--- src/rtl/irq_combiner_pkg.sv ---
package irq_combiner_pkg;

  localparam int LINES_PER_GROUP = 8;
  localparam int GROUPS_PER_BANK = 4;
  localparam int BANK_BITS       = 32;

  typedef enum logic [1:0] {
    ACC_NONE = 2'd0,
    ACC_SET  = 2'd1,
    ACC_CLR  = 2'd2,
    ACC_STAT = 2'd3
  } acc_kind_t;

  // Bits of bank 'bank' that belong to groups which exist.
  function automatic logic [BANK_BITS-1:0] bank_valid_mask(input int bank, input int groups);
    logic [BANK_BITS-1:0] m;
    m = '0;
    for (int i = 0; i < GROUPS_PER_BANK; i++) begin
      if (bank * GROUPS_PER_BANK + i < groups)
        m[i*LINES_PER_GROUP +: LINES_PER_GROUP] = '1;
    end
    return m;
  endfunction

  // Register kind selected by the low nibble of the byte address.
  function automatic acc_kind_t offset_kind(input logic [3:0] off);
    case (off)
      4'h0:    return ACC_SET;
      4'h4:    return ACC_CLR;
      4'hC:    return ACC_STAT;
      default: return ACC_NONE;
    endcase
  endfunction

  function automatic logic group_pending(input logic [LINES_PER_GROUP-1:0] en,
                                         input logic [LINES_PER_GROUP-1:0] lines);
    return |(en & lines);
  endfunction

endpackage

--- src/rtl/irq_comb_decode.sv ---
module irq_comb_decode
  import irq_combiner_pkg::*;
#(
  parameter int ADDR_W    = 12,
  parameter int NUM_BANKS = 5
) (
  input  logic [ADDR_W-1:0]    addr,
  input  logic                 wr,
  output logic [NUM_BANKS-1:0] bank_hit,
  output acc_kind_t            kind,
  output logic [NUM_BANKS-1:0] set_hit,
  output logic [NUM_BANKS-1:0] clr_hit,
  output logic                 addr_ok
);

  localparam int UW = ADDR_W - 4;

  logic [UW-1:0] upper;
  acc_kind_t     raw_kind;

  assign upper    = addr[ADDR_W-1:4];
  assign raw_kind = offset_kind(addr[3:0]);

  for (genvar b = 0; b < NUM_BANKS; b++) begin : g_hit
    assign bank_hit[b] = (upper == UW'(b));
  end

  assign addr_ok = (|bank_hit) && (raw_kind != ACC_NONE);
  assign kind    = addr_ok ? raw_kind : ACC_NONE;
  assign set_hit = (wr && kind == ACC_SET) ? bank_hit : '0;
  assign clr_hit = (wr && kind == ACC_CLR) ? bank_hit : '0;

endmodule

--- src/rtl/irq_comb_bank.sv ---
module irq_comb_bank
  import irq_combiner_pkg::*;
#(
  parameter logic [BANK_BITS-1:0] VALID_MASK = '1
) (
  input  logic                 clk,
  input  logic                 rst_n,
  input  logic                 set_hit,
  input  logic                 clr_hit,
  input  logic [BANK_BITS-1:0] wdata,
  input  logic [BANK_BITS-1:0] lines,
  output logic [BANK_BITS-1:0] en,
  output logic [BANK_BITS-1:0] status
);

  logic [BANK_BITS-1:0] set_bits;
  logic [BANK_BITS-1:0] clr_bits;
  logic [BANK_BITS-1:0] en_next;

  assign set_bits = set_hit ? wdata : '0;
  assign clr_bits = clr_hit ? wdata : '0;
  assign en_next  = ((en | set_bits) & ~clr_bits) & VALID_MASK;

  always_ff @(posedge clk) begin
    if (!rst_n) en <= '0;
    else        en <= en_next;
  end

  assign status = en & lines;

endmodule

--- src/rtl/irq_comb_group.sv ---
module irq_comb_group
  import irq_combiner_pkg::*;
(
  input  logic                       clk,
  input  logic                       rst_n,
  input  logic [LINES_PER_GROUP-1:0] en,
  input  logic [LINES_PER_GROUP-1:0] lines,
  output logic                       irq
);

  always_ff @(posedge clk) begin
    if (!rst_n) irq <= 1'b0;
    else        irq <= group_pending(en, lines);
  end

endmodule

--- src/rtl/irq_combiner.sv ---
module irq_combiner
  import irq_combiner_pkg::*;
#(
  parameter int NUM_GROUPS = 20,
  parameter int ADDR_W     = 12
) (
  input  logic                                  clk,
  input  logic                                  rst_n,
  input  logic [ADDR_W-1:0]                     reg_addr,
  input  logic [31:0]                           reg_wdata,
  input  logic                                  reg_wr,
  output logic [31:0]                           reg_rdata,
  input  logic [NUM_GROUPS*LINES_PER_GROUP-1:0] irq_in,
  output logic [NUM_GROUPS-1:0]                 irq_out
);

  localparam int NUM_LINES = NUM_GROUPS * LINES_PER_GROUP;
  localparam int NUM_BANKS = (NUM_GROUPS + GROUPS_PER_BANK - 1) / GROUPS_PER_BANK;
  localparam int PAD_W     = NUM_BANKS * BANK_BITS;

  logic [NUM_BANKS-1:0] bank_hit;
  logic [NUM_BANKS-1:0] set_hit;
  logic [NUM_BANKS-1:0] clr_hit;
  acc_kind_t            kind;
  logic                 addr_ok;
  logic [PAD_W-1:0]     irq_pad;
  logic [PAD_W-1:0]     en_flat;
  logic [PAD_W-1:0]     stat_flat;

  irq_comb_decode #(.ADDR_W(ADDR_W), .NUM_BANKS(NUM_BANKS)) u_decode (
    .addr     (reg_addr),
    .wr       (reg_wr),
    .bank_hit (bank_hit),
    .kind     (kind),
    .set_hit  (set_hit),
    .clr_hit  (clr_hit),
    .addr_ok  (addr_ok)
  );

  always_comb begin
    irq_pad                = '0;
    irq_pad[NUM_LINES-1:0] = irq_in;
  end

  for (genvar b = 0; b < NUM_BANKS; b++) begin : g_bank
    irq_comb_bank #(.VALID_MASK(bank_valid_mask(b, NUM_GROUPS))) u_bank (
      .clk     (clk),
      .rst_n   (rst_n),
      .set_hit (set_hit[b]),
      .clr_hit (clr_hit[b]),
      .wdata   (reg_wdata),
      .lines   (irq_pad[b*BANK_BITS +: BANK_BITS]),
      .en      (en_flat[b*BANK_BITS +: BANK_BITS]),
      .status  (stat_flat[b*BANK_BITS +: BANK_BITS])
    );
  end

  // Group g occupies flat bits 8*g..8*g+7 because each bank holds four groups.
  for (genvar g = 0; g < NUM_GROUPS; g++) begin : g_group
    irq_comb_group u_group (
      .clk   (clk),
      .rst_n (rst_n),
      .en    (en_flat[g*LINES_PER_GROUP +: LINES_PER_GROUP]),
      .lines (irq_in[g*LINES_PER_GROUP +: LINES_PER_GROUP]),
      .irq   (irq_out[g])
    );
  end

  always_comb begin
    reg_rdata = '0;
    for (int b = 0; b < NUM_BANKS; b++) begin
      if (bank_hit[b]) begin
        case (kind)
          ACC_SET, ACC_CLR: reg_rdata = en_flat[b*BANK_BITS +: BANK_BITS];
          ACC_STAT:         reg_rdata = stat_flat[b*BANK_BITS +: BANK_BITS];
          default:          reg_rdata = '0;
        endcase
      end
    end
  end

endmodule

--- config.mk ---
export PLATFORM = sky130hd
export DESIGN_NAME = irq_combiner
export DESIGN_NICKNAME = d
export VERILOG_FILES = /design/src/rtl/irq_combiner_pkg.sv /design/src/rtl/irq_comb_decode.sv /design/src/rtl/irq_comb_bank.sv /design/src/rtl/irq_comb_group.sv /design/src/rtl/irq_combiner.sv
export SDC_FILE = /design/constraint.sdc
export NUM_CORES = 1
export LEC_CHECK = 0
export BUFFER_PORTS_ARGS = -buffer_cell sky130_fd_sc_hd__buf_4
export CORE_ASPECT_RATIO = 0.75
export CORE_UTILIZATION = 45
export DETAILED_ROUTE_END_ITERATION = 16
export PLACE_DENSITY = 0.78
export SLEW_MARGIN = 10
export SYNTH_ARGS = -nofsm -noshare
export SYNTH_HDL_FRONTEND = slang
export SYNTH_HIERARCHICAL = 1
export SYNTH_SLANG_ARGS = --single-unit
--- constraint.sdc ---
create_clock -name clk -period 5.7 [get_ports clk]
set_input_delay 1.71 -clock clk [delete_from_list [all_inputs] [get_ports clk]]
set_output_delay 1.71 -clock clk [all_outputs]
set_load 0.02 [all_outputs]
# Word level (Yosys, flattened, before mapping)
# Index checks and enable logic that the tools add are counted.
# classes
n_eq_ne	9
mux	24
bitwise_logic	40
reduce_logical	28
# ops
op	count
two-way mux 32 bit	15
bitwise AND 32 bit	10
case mux 32 bit (2 select lines)	5
bitwise AND 8 bit	20
NOT 32 bit	5
bitwise OR 32 bit	5
OR reduction 8 bit	20
== test 8 x 2 -> 1 bit, second input constant	2
two-way mux 5 bit	2
== test 8 x 1 -> 1 bit, second input constant	1
== test 8 x 3 -> 1 bit, second input constant	1
logical NOT 8 bit	1
case mux 2 bit (3 select lines)	1
OR reduction 5 bit	1
== test 2 bit, second input constant	2
== test 4 x 3 -> 1 bit, second input constant	1
== test 4 bit, second input constant	1
logical NOT 4 bit	1
logical AND 1 bit	3
== test 2 x 1 -> 1 bit, second input constant	1
two-way mux 2 bit	1
nonzero test 2 bit	1
OR reduction 2 bit	1
# word_totals
register_bits	180
in_bits	207
wordCells	126

# Depth between registers and ports, before layout
# depth
depth_word	13
depth_mapped	13
mapped_depth_nobuf	9

# Modules after synthesis
# Netlist, hierarchy kept.
# by_module_without_submodules
mod	instances	cells_per_inst	area_per_inst_um2	seq_area_each_um2
irq_comb_bank	5	138	1466.4	640.6
irq_combiner	1	391	3029.2	0.0
irq_comb_group	20	7	62.6	20.0
irq_comb_decode	1	36	211.5	0.0

# Least setup slack after synthesis
# Ideal clock, no wire load.
# synth_timing
kind	input-to-output
startpoint	input port reg_addr[7]
endpoint	output port reg_rdata[0]
arrival_time_ns	4.083
slack_ns	-0.093
path_stages	11
path_cell_list	nor3_2 > nand4_1 > nor2_1 > inv_1 > ha_1 > buf_4 > buf_8 > a22o_1 > a21oi_1 > a211o_1 > a2111oi_1
# synth_via
elab_chain_cells	12
word_cells_on_any_way	22
# synth_rtl
element	line	source
start: declaration	irq_combiner.sv:9	input logic [ADDR_W-1:0] reg_addr,
== test 8 x 1 -> 1 bit (tied with other cells)	irq_comb_decode.sv:25	assign bank_hit[b] = (upper == UW'(b));
OR reduction 5 bit *	irq_comb_decode.sv:28	assign addr_ok = (|bank_hit) && (raw_kind != ACC_NONE);
logical AND 1 bit *	irq_comb_decode.sv:28	
two-way mux 2 bit *	irq_comb_decode.sv:29	assign kind = addr_ok ? raw_kind : ACC_NONE;
via kind[0]	irq_combiner.sv:24	acc_kind_t kind;
== test 2 bit or == test 2 x 1 -> 1 bit (tied branches)	irq_combiner.sv:73	case (kind)
OR reduction 2 bit	irq_combiner.sv:73	
case mux 32 bit (2 select lines)	irq_combiner.sv:73	
two-way mux 32 bit (4 in a row)	irq_combiner.sv:72	if (bank_hit[b]) begin
two-way mux 32 bit *	irq_combiner.sv:72	
end: declaration	irq_combiner.sv:12	output logic [31:0] reg_rdata,
# Mark *: on every way through the listed nets, which the timed path passes. The rest lies on a longest branch.

# Final worst setup path
# layout_timing
startpoint	input port reg_addr[8]
endpoint	output port reg_rdata[29]
# Same word-level chain as after synthesis.

==> metrics.md <==
| Metric | Value |
|---|---|
| Worst EP required | `about 4 ns` |
| Lkg Pwr | `around 5.4 nW` |
| Final hold vios | `0` |
| PortBufs | `around 260` |
| CP Data Arrival Time | `4.17 ns` |
| Initial antenna violation count | `1` |
| DP HPWL | `between 30,000 and 40,000 µm` |
| Total GRT Usage | `between 30% and 40%` |
| CP max FO | `18` |
| Post-Layout Cell Count | `1,896` |
| Syn avg cell area | `~9.4 µm²` |
| Tcrit/Tclk final | `103%` |
| Core area | `roughly 0.025 mm²` |
| Die Y | `~140 µm` |
| Syn-to-layout area delta | `34.6%` |
| Failing checks | `setup timing` |
| Routed WL per cell | `between 20 and 25 µm` |
| PD cells | `172 mW/mm²` |
| Outcome | `finished with violations` |
| Logic gate share of total power | `around a tenth` |
| Starting Density | `46.6%` |
| FF-to-FF End | `g_group[9].u_group/irq` |
| CTS tree | `built` |
| YS warnings | `6` |
| Hold slack | `between 0.5 and 0.6 ns` |
| Total power | `about 0.0027 W` |
| Nets@finish | `1,754` |
| MaxCap Viol Count | `0` |
| First-pass GRT wire length | `~70,000 µm` |
| GPL Wtd Cong | `around 0.93` |
| Cells on Worst Hold Path | `2` |
| DIE AREA | `between 0.02 and 0.03 mm²` |
| Largest net degree at the start of global routing | `33` |
| Bufs on Longest Clock Path | `2` |
| Final Max Slew Viols | `0` |
| Clock sinks | `180` |
| Worst Min Path Start | `g_bank[4].u_bank/en[25]` |
| Row Count | `50` |
| Reg clk slew, reported paths | `approximately 0.06 ns` |
| Vias in the first global route | `about 12,000` |
| # setup viols final | `32` |
| # IOs | `around 260` |
| Final wirelength | `~47,000 µm` |
| Setup repair after global routing missed its margin | `true` |
| Slew HR | `about two fifths` |
| Post-DRT Antenna Nets | `0` |
| Switching Share | `between 20% and 30%` |
| Diode count | `0` |
| DR pass1 iterations | `9` |
| Critical path endpoint category | `output pin` |
| Crit path from | `reg_addr[8]` |
| Flop pwr share | `between 40% and 50%` |
| DRC | `0` |
| Synth Net Count | `~1,500` |
| Worst Clk Skew | `0.0130 ns` |
| H-tree depth | `4` |
| Placed Cells | `~1,800` |
| Maximum VDD drop | `~0.00020 V` |
| NetSw | `0.000706 W` |
| WHS Endpoint | `g_bank[4].u_bank/en[25]` |
| Die X-Extent | `189 µm` |
| Origin of the critical flop-to-flop path | `g_bank[2].u_bank/en[8]` |
| Fillers | `roughly 2,000` |
| Synthesized instance count | `between 1,000 and 1,500` |
| DR iter-0 viols | `1,643` |
| Via count | `12,700` |
| GRT Residual Overflow | `0` |
| Worst Tran Pin Value | `just under 0.9 ns` |
| Hold Path Class | `reg -> reg` |
| FMAX | `170 MHz` |
| CTS buffer count | `17` |
| Via/cell ratio | `approximately 6.7` |
| Kind of critical path | `in -> out` |
| R2R setup slack | `4.62 ns` |
| Fin crit period | `a little under 6 ns` |
| Depth of the worst register-to-register path | `2` |
| Worst setup SP type | `primary input` |
| Setup TNS | `-3.48 ns` |
| Placed Area | `0.0144 mm²` |
| Clock share of power | `~44%` |
| P_int | `around 0.0020 W` |
| Design Area, Final | `roughly 0.016 mm²` |
| CTS root buf | `clkbuf_16` |
| Final WS setup | `-0.176 ns` |
| Post-Syn Area | `around 0.012 mm²` |
| Share of cells above drive strength 1 | `about 42%` |
| Latest clock arrival within the worst-skew pair | `~0.45 ns` |
metrics by stage:
step	setup slack [ns]	util, %
finish	-0.176	62.8
global route	-0.280	62.8
CTS	-0.0900	61.9
detailed placement	-0.215	56.7
global placement	-0.173	56.7
floorplan	0.124	-
per-layer routing:
metal	share of wire, %	wire length [µm]	track usage (%)	vias to the layer above
met1	40	18800	44.7	6048
met3	12	5540	8.65	164
met4	3.4	1610	12.1	2
met5	0.028	13	0	-
li1	-	-	-	5561
met2	44	20700	52.9	915
worst max-delay path by stage:
| stage | endpoint | slack (ns) | depth (start not counted) |
|---|---|---|---|
| 3_5_place_dp | reg_rdata[0] | -0.22 | 12 |
| 2_1_floorplan | reg_rdata[11] | 0.12 | 11 |
| 5_1_grt | reg_rdata[29] | -0.28 | 14 |
| 4_1_cts | reg_rdata[0] | -0.09 | 14 |
| 3_3_place_gp | reg_rdata[25] | -0.17 | 12 |
| 6_report | reg_rdata[29] | -0.18 | 14 |
worst max-delay path, stage by stage:
cell	delay [ns]
buf_6	0.10
nor3_4	0.18
nand4_1	0.23
nor2_2	0.19
inv_2	0.06
ha_4	0.28
buf_12	0.15
buf_4	0.13
buf_12	0.10
buf_16	0.14
a22oi_2	0.06
a211o_1	0.33
a2111oi_4	0.30
buf_4	0.20
cell type report:
type | count | area, µm² | share of cell area [%]
Timing Repair Buffer | 379 | 3350 | 21.1
Clock inverter | 12 | 146 | 0.921
Tap cell | 338 | 423 | 2.66
Multi-Input combinational cell | 938 | 7830 | 49.2
Inverter | 29 | 109 | 0.684
Sequential cell | 180 | 3600 | 22.7
Clock buffer | 20 | 437 | 2.75
registers in the layout, summed over array words and instances, names as in the netlist:
signal	count
g_bank.u_bank/en	160
g_group.u_group/irq	20
layout by cell type, fill, tap and decap left out, types with 6 or more instances in the layout:
cell / count
buf_4: 335
a41oi_1: 20
a2111oi_4: 26
a211oi_2: 150
buf_16: 8
a211oi_1: 10
a21oi_1: 220
a22oi_1: 82
nand2_1: 68
a221oi_2: 7
inv_1: 22
and2_1: 160
a221oi_1: 57
a2111oi_2: 6
a22oi_2: 30
clkbuf_16: 19
buf_6: 13
a211o_1: 32
dfxtp_1: 180
nor4_2: 11
a22o_1: 32
buf_12: 18
power by group through the flow:
stage	combinational, W	sequential, W	clock, W
after floorplan	0.0000472	0.00129	0
after global placement	0.000249	0.00129	0
after detailed placement	0.000253	0.00129	0
after CTS	0.000259	0.00126	0.00121
after global routing	0.000280	0.00126	0.00127
final	0.000269	0.00126	0.00121
what timing repair did:
action,CTS,global route
hold buffers,0,0
resized for setup,50,24
gates cloned,8,2
pin swaps,63,19
setup buffers,10,14
endpoints found under the setup margin,32,32
No activity file was read; power rests on OpenSTA's default activity.
